===== src/rtl/mxm_pkg.sv =====
package mxm_pkg;

    // Operand, extended and product widths
    localparam int unsigned OP_W   = 16;
    localparam int unsigned EXT_W  = OP_W + 1;
    localparam int unsigned PROD_W = 2 * EXT_W;
    localparam int unsigned RES_W  = 2 * OP_W;

    typedef enum logic {
        FMT_INT  = 1'b0,
        FMT_FRAC = 1'b1
    } fmt_e;

    typedef struct packed {
        logic [OP_W-1:0] val;
        logic            sgn;
    } operand_t;

    typedef struct packed {
        logic [RES_W-1:0] value;
        logic             clip;
    } result_t;

    // Largest positive result in the output format
    function automatic logic [RES_W-1:0] pos_max();
        return {1'b0, {(RES_W-1){1'b1}}};
    endfunction

    // Extended form of the most negative signed operand (-1.0 in Q15)
    function automatic logic [EXT_W-1:0] ext_neg_one();
        return {2'b11, {(OP_W-1){1'b0}}};
    endfunction

endpackage


===== src/rtl/mxm_extend.sv =====
module mxm_extend
    import mxm_pkg::*;
(
    input  operand_t         op,
    output logic [EXT_W-1:0] ext
);
    // Sign or zero fill of the extra top bit
    always_comb begin
        ext = {op.sgn & op.val[OP_W-1], op.val};
    end

    always_comb begin
        if (!op.sgn) begin
            assert (ext[EXT_W-1] == 1'b0) else $error("AST_ZERO_FILL");
        end
    end
endmodule


===== src/rtl/mxm_array.sv =====
module mxm_array
    import mxm_pkg::*;
(
    input  logic [EXT_W-1:0]  x,
    input  logic [EXT_W-1:0]  y,
    output logic [PROD_W-1:0] p
);
    logic signed [EXT_W-1:0]  xs;
    logic signed [EXT_W-1:0]  ys;
    logic signed [PROD_W-1:0] ps;

    always_comb begin
        xs = $signed(x);
        ys = $signed(y);
        ps = PROD_W'(xs) * PROD_W'(ys);
        p  = ps;
    end
endmodule


===== src/rtl/mxm_format.sv =====
module mxm_format
    import mxm_pkg::*;
(
    input  logic [PROD_W-1:0] p,
    input  logic [EXT_W-1:0]  xa,
    input  logic [EXT_W-1:0]  xb,
    input  fmt_e              fmt,
    output result_t           r
);
    logic corner;
    logic unused_hi;

    assign unused_hi = ^p[PROD_W-1:RES_W];

    always_comb begin
        corner = (fmt == FMT_FRAC) && (xa == ext_neg_one()) && (xb == ext_neg_one());
        r.clip = corner;
        if (corner)
            r.value = pos_max();
        else if (fmt == FMT_FRAC)
            r.value = {p[RES_W-2:0], 1'b0};
        else
            r.value = p[RES_W-1:0];
    end

    always_comb begin
        if (r.clip) begin
            assert (r.value == pos_max()) else $error("AST_CLIP_VALUE");
        end
    end
endmodule


===== src/rtl/mxm_top.sv =====
module mxm_top
    import mxm_pkg::*;
(
    input  logic             clk,
    input  logic             rst,
    input  logic             in_valid,
    input  logic [OP_W-1:0]  op_a,
    input  logic [OP_W-1:0]  op_b,
    input  logic             a_sgn,
    input  logic             b_sgn,
    input  logic             frac,
    output logic [RES_W-1:0] res,
    output logic             res_valid,
    output logic             res_clip
);
    localparam int unsigned N_OPS = 2;

    operand_t         ops [N_OPS];
    logic [EXT_W-1:0] exts[N_OPS];
    logic [PROD_W-1:0] prod;
    result_t          nxt;
    fmt_e             fmt;

    assign ops[0] = '{val: op_a, sgn: a_sgn};
    assign ops[1] = '{val: op_b, sgn: b_sgn};
    assign fmt    = frac ? FMT_FRAC : FMT_INT;

    for (genvar i = 0; i < N_OPS; i++) begin : g_ext
        mxm_extend u_ext (.op(ops[i]), .ext(exts[i]));
    end

    mxm_array u_arr (.x(exts[0]), .y(exts[1]), .p(prod));

    mxm_format u_fmt (.p(prod), .xa(exts[0]), .xb(exts[1]), .fmt(fmt), .r(nxt));

    always_ff @(posedge clk) begin
        if (rst) begin
            res       <= '0;
            res_clip  <= 1'b0;
            res_valid <= 1'b0;
        end else begin
            res_valid <= in_valid;
            if (in_valid) begin
                res      <= nxt.value;
                res_clip <= nxt.clip;
            end
        end
    end

    AST_VALID_LAG: assert property (@(posedge clk) disable iff (rst)
        res_valid == $past(in_valid && !rst)) else $error("AST_VALID_LAG");
    AST_HOLD: assert property (@(posedge clk) disable iff (rst)
        !$past(in_valid) |-> ($stable(res) && $stable(res_clip))) else $error("AST_HOLD");
    AST_CLIP_OUT: assert property (@(posedge clk) disable iff (rst)
        res_clip |-> (res == pos_max())) else $error("AST_CLIP_OUT");
    AST_CLIP_CAUSE: assert property (@(posedge clk) disable iff (rst)
        ($rose(res_clip) && res_valid) |-> $past(frac && a_sgn && b_sgn &&
            op_a == 16'h8000 && op_b == 16'h8000)) else $error("AST_CLIP_CAUSE");
    AST_RESET: assert property (@(posedge clk)
        $past(rst) |-> (res == '0 && !res_valid && !res_clip)) else $error("AST_RESET");
endmodule


===== config.mk =====
export PLATFORM = sky130hd
export DESIGN_NAME = mxm_top
export DESIGN_NICKNAME = d
export VERILOG_FILES = /design/src/rtl/mxm_pkg.sv /design/src/rtl/mxm_extend.sv /design/src/rtl/mxm_array.sv /design/src/rtl/mxm_format.sv /design/src/rtl/mxm_top.sv
export SDC_FILE = /design/constraint.sdc
export NUM_CORES = 1
export LEC_CHECK = 0
export ABC_AREA = 1
export BUFFER_PORTS_ARGS = -buffer_cell sky130_fd_sc_hd__buf_2
export CAP_MARGIN = 20
export CORE_MARGIN = 5
export CORE_UTILIZATION = 46
export DETAILED_ROUTE_END_ITERATION = 10
export GPL_TIMING_DRIVEN = 0
export PLACE_DENSITY_LB_ADDON = 0.05
export SLEW_MARGIN = 15
export SYNTH_ARGS = -nofsm -noshare
export SYNTH_HDL_FRONTEND = slang
export SYNTH_SLANG_ARGS = --single-unit

===== constraint.sdc =====
create_clock -name clk -period 5.9 [get_ports clk]
set_input_delay 0 -clock clk [delete_from_list [all_inputs] [get_ports clk]]
set_output_delay 0 -clock clk [all_outputs]
set_load 0.005 [all_outputs]

[Word level (Yosys, flattened, before mapping)]
Cells that the tools add are included.
Storage, ports and cells
  register bits: 34
  bits of input ports: 38
  output and inout port bits: 34
  logic and storage cells: 13
Cells by class
  multipliers: 1
  eq/ne operators: 2
  muxes and demuxes: 3
  bitwise gates (word level): 2
  reduce and logical (&&, ||, !) cells: 2
Operator list (count)
  $mux W32: 2
  $eq A17 B17 Y1 const B: 2
  $mul A17 B17 Y32: 1
  $and A1 B1 Y1: 2
  $logic_and A1 B1 Y1: 2
  $mux W1: 1

[Depth between registers and ports, before layout]
  word-level depth: 5
  gate-level depth with buffers: 31
  gate-level depth less buffers: 29

[Hierarchy]
From an unflattened synthesis, not the netlist that was laid out.
Second synthesis, totals
  cell total of the unflattened synthesis: 1972
  area total of the unflattened synthesis: 14322.5 um2
By module, submodules not included
  mxm_array: instances 1, cells each 1600, area an instance 11910.2 um2, seq. area each 0.0 um2
  mxm_top: instances 1, cells each 212, area an instance 1371.3 um2, seq. area each 680.7 um2
  mxm_format: instances 1, cells each 124, area an instance 785.8 um2, seq. area each 0.0 um2
  mxm_extend: instances 2, cells each 18, area an instance 127.6 um2, seq. area each 0.0 um2

[Least setup slack after synthesis]
Ideal clock, no wire load.
  path type: input port to flip-flop
  from: input op_b[2]
  to: register res[18]
  library setup time: 109 ps
  arrival: 5225 ps
  required time: 5791 ps
  path slack: 566 ps
  stages on the path: 25
  buffers on the path: 2
  cells stage by stage: clkbuf_1 -> buf_1 -> nand2_1 -> fa_1 -> inv_1 -> fa_1 -> inv_1 -> fa_1 -> inv_1 -> fa_1 -> fa_1 -> inv_1 -> fa_1 -> inv_1 -> ha_1 -> a21oi_1 -> a21boi_1 -> nand3_1 -> nand2_1 -> nand2_1 -> or2_1 -> nand3_1 -> nand3_1 -> nand2_1 -> inv_1
On the way
  word-level cells in the longest chain between the ends: 3
  elaborated cells between the ends (all ways): 5
  classes of those cells: 1 x mul; 1 x eq/ne; 2 x mux; 1 x reduce/logical
RTL lines
  start, declared: RTL line mxm_top.sv:8  | input logic [OP_W-1:0] op_b,
  $mul A17 B17 Y32 / $eq A17 B17 Y1 (equally long branches): RTL line mxm_array.sv:15, mxm_format.sv:16
  $mux W32 / $logic_and A1 B1 Y1 (equally long branches): RTL line mxm_format.sv:20, mxm_format.sv:16
  $mux W32 (*): RTL line mxm_format.sv:18  | if (corner)
  end signal, assigned: RTL line mxm_top.sv:44  | res <= nxt.value;
  end, declared: RTL line mxm_top.sv:12  | output logic [RES_W-1:0] res,
Mark *: on every way between the ends. The rest lies on a longest branch, timed or not.
A chain may end at the register's enable or synchronous reset.

[Final worst setup path]
  from: input op_b[8]
  to: register res[29]
Same word-level chain as after synthesis.

==> impl_metrics.tcl <==
set metrics [dict create \
    timing.rr.start "res[18]" \
    cts_hold_buf 0 \
    clock_path_buffers 2 \
    grt_usage_pct 26.10 \
    ys_seq_area_share_pct 5.175 \
    n_fill_cell 2975 \
    yosysUniqueCellTypes 36 \
    antenna_found_initial 0 \
    synth_nets 2187 \
    rsz0062_at_grt "yes" \
    hold_path.class "in2reg" \
    cts_max_level 2 \
    status "finished, final reports clean" \
    io_buffers 39 \
    seqCellArea_um2 680.7 \
    crit_cells 25 \
    grt_max_degree 20 \
    vias 11130 \
    fin_crit_ps 5636 \
    synthCells 1785 \
    critPathLaunchType "input port" \
    placementRows 62 \
    finalSetupViolations 0 \
    drc 0 \
    crit_buf_inv 8 \
    routed_via_density 5.022 \
    grt_pass1_vias 11410 \
    layout_common_cells "536 x inv_1, 444 x nand2_1, 280 x fa_1, 81 x nand3_1, 80 x nor2_1" \
    worstMarginPinSlew_ps 722.2 \
    clk_pin_slew_ps 60 \
    hold_path.startpoint "rst" \
    ant_nets 0 \
    reg2reg_depth 4 \
    first_pass_iters 6 \
    synthXorXnorAreaFrac_pct 0.7990 \
    final_layout_size_suffix_gt1_share_pct 8.456 \
    place_congestion 0.9422 \
    avgSynthCellArea_um2 7.369 \
    ios 72 \
    synth-seq-cells 34 \
    critPathTopFamily "adder cells" \
    synthTopCellsByArea "fa_1 43%, inv_1 15%, nand2_1 13%" \
    synth_top_family_by_area "adder cells" \
    synth_top_area_cell "fa_1" \
    nets 2234 \
    path_class "in2reg" \
    critPathMaxStageDelay_ps 540 \
    dp_slack_ps -900.7 \
    detail_route.wl_per_cell_um 17.91 \
    synth_compound_area_share_pct 4.052 \
    insertion_delay_ps 280 \
    setup_ws_ps 263.9 \
    core-area_um2 28470 \
    first_iter_violations 881 \
    whs_endpoint "res[19]" \
    synth_simple_gate_area_share_pct 21.12 \
    antenna_cells 0 \
    synth-warning-count 0 \
    multiInputGateArea_um2 10150 \
    dpl.hpwl_um 33820 \
    cp-end-kind "flip-flop" \
    cts_root_buf "clkbuf_16" \
    die_area_um2 32080 \
    grt_pass1_wl_um 63940 \
    reg2reg_to "res[18]" \
    maxCapViolations 0 \
    clock.fmax_ghz 0.1774 \
    die_w_um 179.1 \
    layout_commonest_cell "inv_1" \
    crit_slowest_cell "fa_1" \
    crit_arrival_ps 5810 \
    ff2ff_setup_slack_ps 5250 \
    grt-ovfl-total 0 \
    yosysTopAreaCellShare_pct 42.92 \
    synth.cell_area_um2 13150 \
    finalClockSkew_ps 0 \
    cts_buffers 5 \
    min_period_over_period_pct 95.53 \
    synth_mux_area_share_pct 0 \
    slew_headroom_pct 51.85 \
    slew_viol_final 0 \
    die_height_um 179.1 \
    hold_depth 4 \
    cts.sinks 34 \
    cp_max_fo 10 \
    finalHoldViolCount 0 \
    synth-adder-area-share_pct 50.72 \
    wl_um 39710 \
    worstPathRequired_ps 6080 \
    cts_tree "yes" \
    area_delta_synth_final_pct 7.923 \
    start_util_pct 46.20 \
]
[per-layer routing]
metal  vias to the layer above  wire, um  track usage [%]
li1                       5185         -                -
met1                      5535     18050            38.46
met2                       371     18200            41.91
met3                        42      2547            2.678
met4                         0       912            5.649
met5                         -         0                0
[timing repair]
action                     in CTS  in global routing
setup endpoints to repair      19                 17
pin swaps                       0                  2
gates resized for setup        44                 58
setup buffers                   0                  4
[synth_stat cells]
master    number
xnor2_1        4
nor2_1        85
a21oi_1       31
or2_0          1
inv_2          5
or2_2          3
buf_6          3
inv_4          1
xor2_1         8
o221ai_1       7
or2_1          3
o211ai_2       7
nand2_1      445
inv_1        537
buf_2         12
a21boi_1       1
a21o_1         3
o211ai_1       4
buf_1          6
dfxtp_1       34
o21ai_0       22
nand4_1       16
o21a_1         3
ha_1          82
nor3b_1        1
nand2_2        1
o21bai_1       4
nand3b_1       9
clkbuf_1      61
a31oi_1        1
nor3_1        12
fa_1         282
nand3_2        7
nor4_2         1
nor3_2         1
nand3_1       82
[logic make-up after synthesis]
kind of cell	after synthesis
flops	34
buf+inv	625
fa+ha+maj	364
xor+xnor	12
simple gates	667
compound gates	83
[flip-flops by register name, indices dropped and copies added (netlist names)]
register   count
res           32
res_valid      1
res_clip       1
[per-stage QoR]
stage               util [%]  TNS (ps)  instance area, um^2  hold slack, ps  instances
finish                 49.86         0                14200           26.07       2217
global placement       48.58    -12450                13830           317.2       2208
detailed placement     48.58    -12440                13830           324.9       2208
CTS                    49.43         0                14070           21.19       2214
floorplan                  -         0                13150           148.1       1785
global route           49.86    -25.32                14200           65.97       2217
[worst max path at each step]
stage                        from      end  slack, ps
after global placement    op_b[5]  res[29]       -900
after CTS                 op_a[7]  res[29]          5
after floorplan           op_b[2]  res[18]        570
after detailed placement  op_b[5]  res[29]       -900
after global routing      op_b[8]  res[29]        -30
final                     op_b[8]  res[29]        260
[worst register-to-register path, delay by kind of cell (launching register included)]
| family | cells | cell delay [ps] |
|---|---|---|
| buf+inv | 1 | 30 |
| flops | 1 | 310 |
| simple gates | 3 | 220 |
[layout make-up]
| class | count | share of cell area [%] |
|---|---|---|
| Multi-Input combinational cell | 1126 | 71.51 |
| Sequential cell | 34 | 4.795 |
| Tap cell | 384 | 3.384 |
| Timing Repair Buffer | 43 | 1.586 |
| Buffer | 79 | 2.979 |
| Inverter | 543 | 14.38 |
| Clock buffer | 5 | 0.8814 |
| Clock inverter | 3 | 0.4848 |
Power is not shown: default switching activity piles up to over one toggle a cycle in this logic, so the estimate is an artifact.
